$ cat src/rtl/bct_pkg.sv
package bct_pkg;
  localparam int KIND_W = 3;

  typedef enum logic [KIND_W-1:0] {
    K_RD1  = 3'd0,
    K_WR1  = 3'd1,
    K_RD4  = 3'd2,
    K_WR4  = 3'd3,
    K_SPEC = 3'd4
  } kind_e;

  // transfers needed before a cycle of kind k is complete
  function automatic int beats_for(input logic [KIND_W-1:0] k, input int blen);
    if (k == K_RD4 || k == K_WR4) return blen;
    return 1;
  endfunction
endpackage

$ cat src/rtl/bct_queue.sv
module bct_queue
  import bct_pkg::*;
#(
  parameter int DEPTH = 2,
  localparam int CW = $clog2(DEPTH + 1)
) (
  input  logic              clk,
  input  logic              rst_n,
  input  logic              flush,
  input  logic              push,
  input  logic [KIND_W-1:0] push_kind,
  input  logic              pop,
  output logic [CW-1:0]     count,
  output logic [KIND_W-1:0] head_kind,
  output logic [KIND_W-1:0] second_kind
);
  logic [KIND_W-1:0] slot_q [DEPTH];
  logic [KIND_W-1:0] shift_in [DEPTH];
  logic [CW-1:0]     count_q;
  logic [CW-1:0]     wr_idx;

  assign wr_idx = count_q - CW'(pop);

  for (genvar i = 0; i < DEPTH; i++) begin : g_slot
    if (i + 1 < DEPTH) begin : g_mid
      assign shift_in[i] = slot_q[i+1];
    end else begin : g_last
      assign shift_in[i] = '0;
    end

    always_ff @(posedge clk) begin
      if (!rst_n || flush)                 slot_q[i] <= '0;
      else if (push && wr_idx == CW'(i))   slot_q[i] <= push_kind;
      else if (pop)                        slot_q[i] <= shift_in[i];
    end
  end

  always_ff @(posedge clk) begin
    if (!rst_n || flush) count_q <= '0;
    else                 count_q <= count_q + CW'(push) - CW'(pop);
  end

  assign count       = count_q;
  assign head_kind   = (count_q != '0) ? slot_q[0] : '0;
  assign second_kind = (DEPTH > 1) ? slot_q[DEPTH > 1 ? 1 : 0] : '0;

  p_no_overflow_r3: assert property (@(posedge clk) disable iff (!rst_n)
    (push && !pop && !flush) |-> (count_q < CW'(DEPTH)));
  p_no_underflow_r8: assert property (@(posedge clk) disable iff (!rst_n)
    pop |-> (count_q != '0));
endmodule

$ cat src/rtl/bct_beat_counter.sv
module bct_beat_counter
  import bct_pkg::*;
#(
  parameter int BURST_LEN = 4,
  localparam int BW = (BURST_LEN > 1) ? $clog2(BURST_LEN) : 1
) (
  input  logic              clk,
  input  logic              rst_n,
  input  logic              clear,
  input  logic              beat,
  input  logic [KIND_W-1:0] head_kind,
  output logic              last_beat,
  output logic [BW-1:0]     beat_idx
);
  logic [BW-1:0] idx_q;

  assign last_beat = beat && (int'(idx_q) == beats_for(head_kind, BURST_LEN) - 1);
  assign beat_idx  = idx_q;

  always_ff @(posedge clk) begin
    if (!rst_n || clear)  idx_q <= '0;
    else if (last_beat)   idx_q <= '0;
    else if (beat)        idx_q <= idx_q + BW'(1);
  end

  p_beat_bound_r7: assert property (@(posedge clk) disable iff (!rst_n)
    int'(idx_q) < beats_for(head_kind, BURST_LEN));
  p_clear_r9: assert property (@(posedge clk) disable iff (!rst_n)
    clear |=> (idx_q == '0));
endmodule

$ cat src/rtl/bct_na_gen.sv
module bct_na_gen (
  input  logic clk,
  input  logic rst_n,
  input  logic backoff,
  input  logic mem_ready,
  input  logic one_open,
  input  logic head_retired,
  output logic next_addr
);
  logic given_q;

  assign next_addr = mem_ready && one_open && !backoff && !given_q;

  always_ff @(posedge clk) begin
    if (!rst_n || backoff || head_retired) given_q <= 1'b0;
    else if (next_addr)                    given_q <= 1'b1;
  end

  p_na_pulse_r1: assert property (@(posedge clk) disable iff (!rst_n)
    (next_addr && !head_retired) |=> !next_addr);
endmodule

$ cat src/rtl/bus_cycle_tracker.sv
module bus_cycle_tracker
  import bct_pkg::*;
#(
  parameter int DEPTH     = 2,
  parameter int BURST_LEN = 4,
  localparam int CW = $clog2(DEPTH + 1),
  localparam int BW = (BURST_LEN > 1) ? $clog2(BURST_LEN) : 1
) (
  input  logic              clk,
  input  logic              rst_n,
  input  logic              addr_strobe,
  input  logic [KIND_W-1:0] cycle_kind,
  input  logic              mem_addr_ready,
  input  logic              data_ack,
  input  logic              backoff,
  output logic              next_addr,
  output logic              burst_rdy,
  output logic [CW-1:0]     q_count,
  output logic [KIND_W-1:0] head_kind
);
  // named internal events
  logic              cycle_done;
  logic              strobe_taken;
  logic              queue_nonempty;
  logic              queue_full;
  logic [KIND_W-1:0] second_kind;
  logic [BW-1:0]     beat_idx;

  assign queue_nonempty = (q_count != '0);
  assign queue_full     = (q_count == CW'(DEPTH));
  assign burst_rdy      = data_ack && queue_nonempty && !backoff;
  assign strobe_taken   = addr_strobe && !backoff && (!queue_full || cycle_done);

  bct_queue #(.DEPTH(DEPTH)) u_queue (
    .clk         (clk),
    .rst_n       (rst_n),
    .flush       (backoff),
    .push        (strobe_taken),
    .push_kind   (cycle_kind),
    .pop         (cycle_done),
    .count       (q_count),
    .head_kind   (head_kind),
    .second_kind (second_kind)
  );

  bct_beat_counter #(.BURST_LEN(BURST_LEN)) u_beats (
    .clk       (clk),
    .rst_n     (rst_n),
    .clear     (backoff),
    .beat      (burst_rdy),
    .head_kind (head_kind),
    .last_beat (cycle_done),
    .beat_idx  (beat_idx)
  );

  bct_na_gen u_na (
    .clk          (clk),
    .rst_n        (rst_n),
    .backoff      (backoff),
    .mem_ready    (mem_addr_ready),
    .one_open     (q_count == CW'(1)),
    .head_retired (cycle_done),
    .next_addr    (next_addr)
  );

  p_quiet_backoff_r6: assert property (@(posedge clk) disable iff (!rst_n)
    backoff |-> (!burst_rdy && !next_addr));
  p_flush_r5: assert property (@(posedge clk) disable iff (!rst_n)
    backoff |=> (q_count == '0));
  p_na_not_full_r3: assert property (@(posedge clk) disable iff (!rst_n)
    queue_full |-> !next_addr);
  p_accept_r2: assert property (@(posedge clk) disable iff (!rst_n)
    (strobe_taken && !cycle_done) |=> (q_count == $past(q_count) + CW'(1)));
  p_retire_r8: assert property (@(posedge clk) disable iff (!rst_n)
    (cycle_done && queue_full && !addr_strobe) |=>
      (q_count == CW'(DEPTH - 1) && head_kind == $past(second_kind)));
  p_beats_only_when_open_r4: assert property (@(posedge clk) disable iff (!rst_n)
    burst_rdy |-> (q_count != '0 && data_ack));
endmodule

$ cat config.mk
export PLATFORM = sky130hd
export DESIGN_NAME = bus_cycle_tracker
export DESIGN_NICKNAME = d
export VERILOG_FILES = /design/src/rtl/bct_pkg.sv /design/src/rtl/bct_queue.sv /design/src/rtl/bct_beat_counter.sv /design/src/rtl/bct_na_gen.sv /design/src/rtl/bus_cycle_tracker.sv
export SDC_FILE = /design/constraint.sdc
export NUM_CORES = 1
export LEC_CHECK = 0
export ABC_CLOCK_PERIOD_IN_PS = 2950
export BUFFER_PORTS_ARGS = -buffer_cell sky130_fd_sc_hd__buf_2
export CAP_MARGIN = 10
export CORE_UTILIZATION = 40
export DETAILED_ROUTE_END_ITERATION = 16
export SLEW_MARGIN = 20
export SYNTH_ARGS = -nofsm -noshare
export SYNTH_HDL_FRONTEND = slang
export SYNTH_HIERARCHICAL = 1
export SYNTH_SLANG_ARGS = --single-unit
$ cat constraint.sdc
create_clock -name clk -period 2.95 [get_ports clk]
set_input_delay 0.1475 -clock clk [delete_from_list [all_inputs] [get_ports clk]]
set_output_delay 0.1475 -clock clk [all_outputs]
set_load 0.05 [all_outputs]
==> flow_metrics.tcl <==
set metrics [dict create \
    status "finished clean" \
    synth_fa_ha_area_share_pct 3.94 \
    htreeDepth 1 \
    slew_headroom_pct 58.9 \
    synth.area.mux_share_pct 6.31 \
    yosys.area.top_type_share_pct 28.4 \
    place_congestion 0.724 \
    ir_drop_v 0.000264 \
    drt_iter0_markers 6 \
    fin_crit_sh_pct 89.7 \
    firstDrtPassIters 4 \
    grt_pass1_wl_um 1990 \
    dp_hpwl_um 879 \
    yosysTopAreaCell "edfxtp_1" \
    path_cells "nor2_2 -> nor2b_4 -> nand2b_1 -> mux2i_1 -> and2_1 -> ha_1 -> xor2_1 -> nor2_1 -> or3_1" \
    path_max_fanout 8 \
    critPathKind "flop to flop" \
    yosysSeqAreaShare_pct 44.2 \
    tns_ns 0 \
    path_clk_slew_ns 0.07 \
    nNetsFinal 93 \
    end_kind "flop" \
    grt_max_degree 11 \
    clkLatencyLatePin_ns 0.26 \
    synth_cell_types 24 \
    fin_ws_ns 0.305 \
    track_usage_pct 14.8 \
    viasPerCell 5.10 \
    place_ws_ns 0.188 \
    leakage_nw 0.357 \
    synth_nets 74 \
    cp_slowest_cell "or3_1" \
    rrSetupSlack_ns 0.30 \
    cts_buffers 3 \
    drcViolationCount 0 \
    slew_viol_final 0 \
    finalSetupViolCount 0 \
    die_h_um 41.8 \
    hold_buffers 0 \
    rsz0062_at_grt "no" \
    placed_cell_area_um2 749 \
    skew_ns 0.00199 \
    hold_path_class "input port to flop" \
    clockRootBuffer "clkbuf_4" \
    cts_setup_buffers 0 \
    cts.sinks 11 \
    syn_inst 63 \
    wl_per_cell_um 11.7 \
    fmax_mhz 378 \
    ys_warn_count 6 \
    synth-xor-area-share_pct 5.52 \
    vias 495 \
    diodes 0 \
    cts_resized 0 \
    period_needed_ns 2.65 \
    num_rows 14 \
    fin_area_um2 778 \
    cap_violations 0 \
    arrival_ns 2.65 \
    dieArea_um2 1750 \
    layoutNonFillerInstCount 97 \
    syn_to_final_growth_pct 22.7 \
    place_inst 93 \
    overflow 0 \
    syn_area_um2 634 \
    synth_top_family_by_area "simple AND/OR/NAND/NOR gates" \
    ys_seq_elements 11 \
    cts_tree "built" \
    cp-start-kind "flop" \
    core_um2 1490 \
    cts.path.max_buffers 2 \
    synth-compound-area-share_pct 1.58 \
    layout-drive-gt1-share_pct 34.6 \
    post-route-util_pct 52.3 \
    p_per_area_nw_per_um2 409 \
    ant_nets 0 \
    antenna_found_initial 0 \
    post_synth_and_or_nand_nor_area_fraction_pct 36.7 \
    syn_area_per_cell_um2 10.1 \
    tightest_slew_ns 0.615 \
    cp.required_ns 2.96 \
    wirelength_um 1130 \
    die_x_um 41.8 \
    cpPeakStageDelay_ns 0.39 \
    hold_viol_final 0 \
    grt_pass1_vias 462 \
    synth.area.top_cells "edfxtp_1 28%, dfxtp_1 16%, mux2i_1 6.3%" \
    io_pins 16 \
    numPortBuffers 15 \
    start_util_pct 42.6 \
]
==> critical path, delay by kind of cell (launching register included) <==
family | cells | cell delay [ns]
muxes | 1 | 0.18
adders and majority gates | 1 | 0.22
and+or+nand+nor | 6 | 1.36
DFF | 1 | 0.35
xor gates and xnor gates | 1 | 0.27
==> worst paths after layout <==
path                                                   from                                to  cells after the start
worst max-delay path            u_queue/count[1]$_SDFF_PP0_    u_queue/slot_q[0][2]$_DFFE_PP_                      9
worst min-delay path                                  rst_n  u_beats/beat_idx[0]$_SDFFE_PP0P_                      3
worst max register to register  u_queue/count[1]$_SDFF_PP0_    u_queue/slot_q[0][2]$_DFFE_PP_                      9
worst min register to register    u_na/given_q$_SDFFE_PP0P_         u_na/given_q$_SDFFE_PP0P_                      2
==> logic make-up after synthesis <==
kind of cell    after synthesis
buf+inv                       3
compound gates                2
fa+ha+maj                     2
mux                           4
flops                        11
simple gates                 37
xor+xnor                      4
==> sequential cells by signal (all words and copies together), names as in the netlist <==
signal and count:
u_na/given_q 1, u_beats/beat_idx 2, u_queue/count 2, u_queue/slot_q 6
==> metal layers <==
layer | routed length (µm) | up-vias | global-route usage, %
met5 | 0 | - | 0
met4 | 10 | 0 | 9.68
met3 | 47 | 2 | 2.61
met2 | 504 | 12 | 21.9
met1 | 570 | 224 | 19.8
li1 | - | 257 | -
==> cells in the final DEF (no fill, tap or decap), drive strengths merged <==
master	Yosys	final
buf	0	15
nand2	7	7
edfxtp	6	6
dfxtp	5	5
nor3b	5	5
mux2i	4	4
nor2	4	4
clkbuf	1	4
nor2b	4	4
xor2	3	3
nand3	3	3
and3	3	3
nand2b	2	2
and2	2	2
a21oi	2	2
inv	2	2
or3	2	2
ha	2	2
and2b	1	1
or2	1	1
nand3b	1	1
nor3	1	1
nor4b	1	1
xnor2	1	1
==> through the flow <==
| step | hold slack, ns | power (mW) |
|---|---|---|
| after detailed placement | 0.445 | 0.219 |
| after CTS | 0.158 | 0.321 |
| after global placement | 0.439 | 0.218 |
| after global routing | 0.183 | 0.332 |
| final | 0.166 | 0.318 |
| after floorplan | 0.219 | 0.204 |
==> synth_stat cells <==
library cell	n
nor2_1	4
nor3b_1	2
nor4b_2	1
dfxtp_1	5
edfxtp_1	6
and3_1	3
and2_1	2
mux2i_1	4
ha_1	2
a21oi_1	2
or2_1	1
nor3_1	1
nand3_1	3
nand3b_1	1
or3_1	2
nand2_1	7
xor2_1	3
nor3b_2	3
and2b_2	1
nand2b_1	2
inv_1	2
clkbuf_1	1
xnor2_1	1
nor2b_1	4
==> power breakdown <==
| group | total, mW | leakage [nW] | internal [mW] | switching (mW) |
|---|---|---|---|---|
| clock | 0.103 | 0.0150 | 0.0523 | 0.0506 |
| combinational | 0.0447 | 0.233 | 0.0176 | 0.0271 |
| sequential | 0.171 | 0.109 | 0.168 | 0.00306 |
| total | 0.318 | 0.357 | 0.237 | 0.0808 |
==> area by class of cell <==
class | instances | area, µm²
Clock buffer | 4 | 26.3
Fill cell | 134 | 711
Inverter | 2 | 7.51
Tap cell | 16 | 20.0
Multi-Input combinational cell | 49 | 367
Sequential cell | 11 | 283
Timing Repair Buffer | 15 | 75.1
(Power assumes the default switching activity.)
